==> src/rtl/carmod_pkg.sv <==
package carmod_pkg;
  typedef enum logic [2:0] {
    RAT_EQ    = 3'b000,
    RAT_DBL   = 3'b001,
    RAT_TRP   = 3'b010,
    RAT_HALF  = 3'b011,
    RAT_THIRD = 3'b100,
    RAT_RSV_A = 3'b101,
    RAT_RSV_B = 3'b110,
    RAT_FAST  = 3'b111
  } ratio_e;
endpackage

==> src/rtl/cm_cfg_reg.sv <==
module cm_cfg_reg #(
  parameter int ON_W = 8
) (
  input  logic            clk,
  input  logic            rst,
  input  logic            we,
  input  logic [ON_W-1:0] on_in,
  input  logic [2:0]      mode_in,
  input  logic            load,
  output logic [ON_W-1:0] act_on,
  output logic [2:0]      act_mode
);
  logic [ON_W-1:0] pend_on;
  logic [2:0]      pend_mode;

  always_ff @(posedge clk) begin
    if (rst) begin
      pend_on   <= '0;
      pend_mode <= '0;
      act_on    <= '0;
      act_mode  <= '0;
    end else begin
      if (we) begin
        pend_on   <= on_in;
        pend_mode <= mode_in;
      end
      if (load) begin
        act_on   <= we ? on_in   : pend_on;
        act_mode <= we ? mode_in : pend_mode;
      end
    end
  end
endmodule

==> src/rtl/cm_ratio.sv <==
module cm_ratio
  import carmod_pkg::*;
#(
  parameter int ON_W = 8,
  parameter int CW   = ON_W + 3
) (
  input  logic [ON_W-1:0] act_on,
  input  logic [2:0]      act_mode,
  output logic [CW-1:0]   ton,
  output logic [CW-1:0]   per
);
  logic [CW-1:0] base;
  logic [CW-1:0] toff;

  always_comb begin
    base = CW'(act_on) + CW'(1);
    ton  = base;
    toff = base;
    case (ratio_e'(act_mode))
      RAT_EQ:    toff = base;
      RAT_DBL:   toff = base << 1;
      RAT_TRP:   toff = base + (base << 1);
      RAT_HALF:  toff = base >> 1;
      RAT_THIRD: toff = base / CW'(3);
      RAT_FAST: begin
        ton  = CW'(1);
        toff = CW'(1);
      end
      default: begin
        ton  = '0;
        toff = CW'(1);
      end
    endcase
    if (toff == '0) toff = CW'(1);
    per = ton + toff;
  end
endmodule

==> src/rtl/cm_phase.sv <==
module cm_phase #(
  parameter int CW = 11
) (
  input  logic          clk,
  input  logic          rst,
  input  logic          gate,
  input  logic [CW-1:0] ton,
  input  logic [CW-1:0] per,
  output logic          mod_out,
  output logic          load,
  output logic [CW-1:0] cnt
);
  logic wrap;

  assign wrap = (cnt == per - CW'(1));
  assign load = !gate || wrap;

  always_ff @(posedge clk) begin
    if (rst) begin
      cnt     <= '0;
      mod_out <= 1'b0;
    end else if (!gate) begin
      cnt     <= '0;
      mod_out <= 1'b0;
    end else begin
      mod_out <= (cnt < ton);
      cnt     <= wrap ? '0 : cnt + CW'(1);
    end
  end
endmodule

==> src/rtl/carrier_mod.sv <==
module carrier_mod #(
  parameter int ON_W = 8
) (
  input  logic            clk,
  input  logic            rst,
  input  logic            cfg_we,
  input  logic [ON_W-1:0] cfg_on,
  input  logic [2:0]      cfg_mode,
  input  logic            gate,
  output logic            mod_out
);
  localparam int CW = ON_W + 3;

  logic [ON_W-1:0] act_on;
  logic [2:0]      act_mode;
  logic [CW-1:0]   ton;
  logic [CW-1:0]   per;
  logic [CW-1:0]   cnt;
  logic            load;

  cm_cfg_reg #(.ON_W(ON_W)) u_cfg (
    .clk(clk), .rst(rst), .we(cfg_we), .on_in(cfg_on), .mode_in(cfg_mode),
    .load(load), .act_on(act_on), .act_mode(act_mode)
  );

  cm_ratio #(.ON_W(ON_W), .CW(CW)) u_ratio (
    .act_on(act_on), .act_mode(act_mode), .ton(ton), .per(per)
  );

  cm_phase #(.CW(CW)) u_phase (
    .clk(clk), .rst(rst), .gate(gate), .ton(ton), .per(per),
    .mod_out(mod_out), .load(load), .cnt(cnt)
  );
endmodule

==> config.mk <==
export PLATFORM = sky130hd
export DESIGN_NAME = carrier_mod
export DESIGN_NICKNAME = d
export VERILOG_FILES = /design/src/rtl/carmod_pkg.sv /design/src/rtl/cm_cfg_reg.sv /design/src/rtl/cm_ratio.sv /design/src/rtl/cm_phase.sv /design/src/rtl/carrier_mod.sv
export SDC_FILE = /design/constraint.sdc
export NUM_CORES = 1
export LEC_CHECK = 0
export CAP_MARGIN = 20
export CORE_MARGIN = 3
export CORE_UTILIZATION = 45
export CTS_CLUSTER_DIAMETER = 60
export CTS_CLUSTER_SIZE = 25
export DETAILED_ROUTE_END_ITERATION = 8
export SETUP_SLACK_MARGIN = 0.15
export SYNTH_ARGS = -nofsm -noshare
export SYNTH_HDL_FRONTEND = slang
export SYNTH_SLANG_ARGS = --single-unit
export TNS_END_PERCENT = 1
==> constraint.sdc <==
create_clock -name clk -period 10.9 [get_ports clk]
set_input_delay 2.18 -clock clk [delete_from_list [all_inputs] [get_ports clk]]
set_output_delay 2.18 -clock clk [all_outputs]
set_load 0.03 [all_outputs]
==> flow_summary.yaml <==
final_layout:
  antenna_cells: 0
  drive_gt1_share_pct: 15.2
  syn_to_final_growth_pct: 13.2
  design_area_sq_um: 5960
  nets: 752
  final_util_pct: 53.6
  final_cells: 829
  n_fill_cell: 1094
critical_path:
  cp-endpoint: "u_cfg.act_mode[2]$_SDFFE_PP0P_"
  worstPathArrival_ns: 10.20
  crit_path_start_kind: "flop"
  r2r_cells: 46
  path_class: "flop to flop"
  reg2reg_from: "u_cfg.act_on[0]$_SDFFE_PP0P_"
  path_max_fanout: 14
  slowest_delay_ns: 0.56
  critPathLaunch: "u_cfg.act_on[0]$_SDFFE_PP0P_"
  cp-end-kind: "flop"
  cp.required_ns: 11.07
  r2r-end: "u_cfg.act_mode[2]$_SDFFE_PP0P_"
  crit_slowest_cell: "or4_4"
  r2r_slack_ns: 0.87
synthesis:
  yosysSeqAreaShare_pct: 12.9
  synthCells: 673
  synth_xor_area_share_pct: 10.8
  syn_area_sq_um: 5270
  yosysMostFrequentCell: "nor2_1"
  synth-simple-area-share_pct: 23.8
  yosysTopAreaCell: "dfxtp_1"
  synth_fp_nets: 737
  synth_seq_cells: 34
  synthMuxAreaShare_pct: 5.08
  ys_types: 95
  syn_area_per_cell_sq_um: 7.83
  async_reset_ff_share_pct: 0
  synthAdderAreaFrac_pct: 11.8
  yosys-top-cells-area: "dfxtp_1 (13%), ha_1 (11%), xnor2_1 (5.8%)"
  synth_edf_count: 0
  synth-compound-area-share_pct: 29.9
  ys_top_cells_by_count: "nor2_1 (65), ha_1 (48), nand2_1 (44)"
  synth_top_area_share_pct: 12.9
  yosys_most_used_dff: "dfxtp_1"
  yosys_warnings: 0
  synth_top_family_by_area: "compound AO/OA/AOI/OAI gates"
grt:
  grt_max_degree: 27
  overflow: 0
  antenna_found_initial: 0
  grt_usage_pct: 22.8
  grt_pass1_wl_mm: 24.9
  grt_pass1_vias: 5091
power_and_ir_drop:
  powerDensity_nw_per_um2: 157
  switching_share_pct: 43.4
  p_comb_share_pct: 64.5
  power.total_mw: 0.938
  switchingPower_mw: 0.407
  intPower_mw: 0.531
  pwr-share-clk_pct: 20.0
  irDropWorstVdd_v: 0.000166
  p_leak_nw: 2.42
  seq_power_share_pct: 15.5
route:
  via_per_inst: 6.34
  routed_wl_mm: 14.8
  drc: 0
  vias: 5253
  wl_per_cell_um: 17.8
  dr.pass1.iters: 6
  final_antenna_net_count: 0
  drt_iter0_markers: 401
die:
  ios: 16
  die_h_um: 114
  design.die.area_sq_um: 13000
  num_rows: 38
  die_x_um: 114
  initial_core_util_pct: 47.3
  core_sq_um: 11100
timing:
  finalCriticalPeriod_ns: 10.03
  finalMaxSlewViolations: 0
  final.setup.tns_ns: 0
  hold_ws_ns: 0.471
  fin_skew_ns: 0.00599
  max_slew_margin_pct: 37.7
  worstMarginPinSlew_ns: 0.933
  period_share_pct: 92.0
  rsz0062_at_grt: "false"
  final.setup.worst_slack_ns: 0.869
  setup_viol: 0
  max_freq_mhz: 99.7
  finalHoldViolations: 0
min_path:
  hold_class: "flop to flop"
cts:
  cts_tree: "done"
  clkTransAtPathRegs_ns: 0.05
  clockBufferDepth: 2
  cts_buffers: 5
  h-tree-depth: 2
  cts_root_buf: "clkbuf_16"
  worstSkewPairLatency_ns: 0.28
  clkSinkCount: 34
placed_design:
  dp_cells: 811
  gp_congestion: 0.910
  postPlaceCellArea_sq_um: 5550
  dp_slack_ns: 0.0822
  dp_hpwl_mm: 11.3
  port-buffer-count: 15
run_status:
  status: "complete, no violations"
run:
  cap_violations: 0
## critical path, delay by kind of cell (launching register included)
kind / cells / cell delay [ns]
xor+xnor: 3 / 0.48
fa+ha+maj: 6 / 1.17
simple gates: 13 / 3.12
mux: 2 / 0.66
buf+inv: 6 / 0.94
flops: 1 / 0.45
compound gates: 16 / 3.06
## registers in the layout (all words and copies together), names as in the netlist
name	flops
u_phase.mod_out	1
u_cfg.pend_on	8
u_cfg.act_on	8
u_phase.cnt	11
u_cfg.act_mode	3
u_cfg.pend_mode	3
## worst min path at each step
stage | startpoint | to | slack [ns] | depth (start not counted)
final | u_phase.cnt[10]$_SDFF_PP0_ | u_phase.mod_out$_SDFF_PP0_ | 0.47 | 1
after global routing | u_phase.cnt[10]$_SDFF_PP0_ | u_phase.mod_out$_SDFF_PP0_ | 0.50 | 1
after CTS | u_phase.cnt[10]$_SDFF_PP0_ | u_phase.mod_out$_SDFF_PP0_ | 0.48 | 1
after detailed placement | u_phase.cnt[10]$_SDFF_PP0_ | u_phase.mod_out$_SDFF_PP0_ | 0.48 | 1
after global placement | u_phase.cnt[10]$_SDFF_PP0_ | u_phase.mod_out$_SDFF_PP0_ | 0.49 | 1
after floorplan | u_phase.cnt[10]$_SDFF_PP0_ | u_phase.mod_out$_SDFF_PP0_ | 0.45 | 1
## placed cells by master, fill, tap and decap left out, drive strengths merged, types with 27 or more instances in the layout
master   n
a21oi   38
nand2   45
nand3   29
nor2    66
ha      48
dfxtp   34
inv     32
buf     27
xnor2   38
## kinds of logic (layout without fill, tap and decap cells)
logic type	after synthesis	in the layout
and+or+nand+nor	234	234
AOI/OAI and AO/OA	206	206
buffers and inverters	69	85
xor gates and xnor gates	60	60
adders and majority gates	49	49
DFF	34	34
muxes	21	21
## timing repair
action	in CTS	in global routing
setup endpoints to repair	21	22
hold buffers	0	0
pin swaps	0	5
gates resized for setup	2	25
setup buffers	0	10
cloned	0	0
## metal layers
metal  track usage, %  routed length, um
met5                0                  0
met1             28.3               6500
met4             6.97                360
met2             42.2               7430
met3             1.27                471
## area by class of cell
| cell class | count | area (sq um) | area share (%) |
|---|---|---|---|
| inverters | 34 | 128 | 2.14 |
| clock buffers | 6 | 139 | 2.33 |
| repair buffers | 43 | 370 | 6.21 |
| multi-input cells | 570 | 4410 | 73.9 |
| well taps | 140 | 175 | 2.94 |
| clock inverters | 2 | 60.1 | 1.01 |
| flip-flops and latches | 34 | 686 | 11.5 |
## power by group through the flow
stage          Sequential (mW)  Clock [mW]  Combinational, mW
2_1_floorplan            0.138           0              0.464
6_report                 0.146       0.187              0.605
3_5_place_dp             0.148           0              0.566
5_1_grt                  0.147       0.196              0.670
3_3_place_gp             0.147           0              0.560
4_1_cts                  0.145       0.191              0.573
Note: power is estimated with default switching activity, not from simulation.
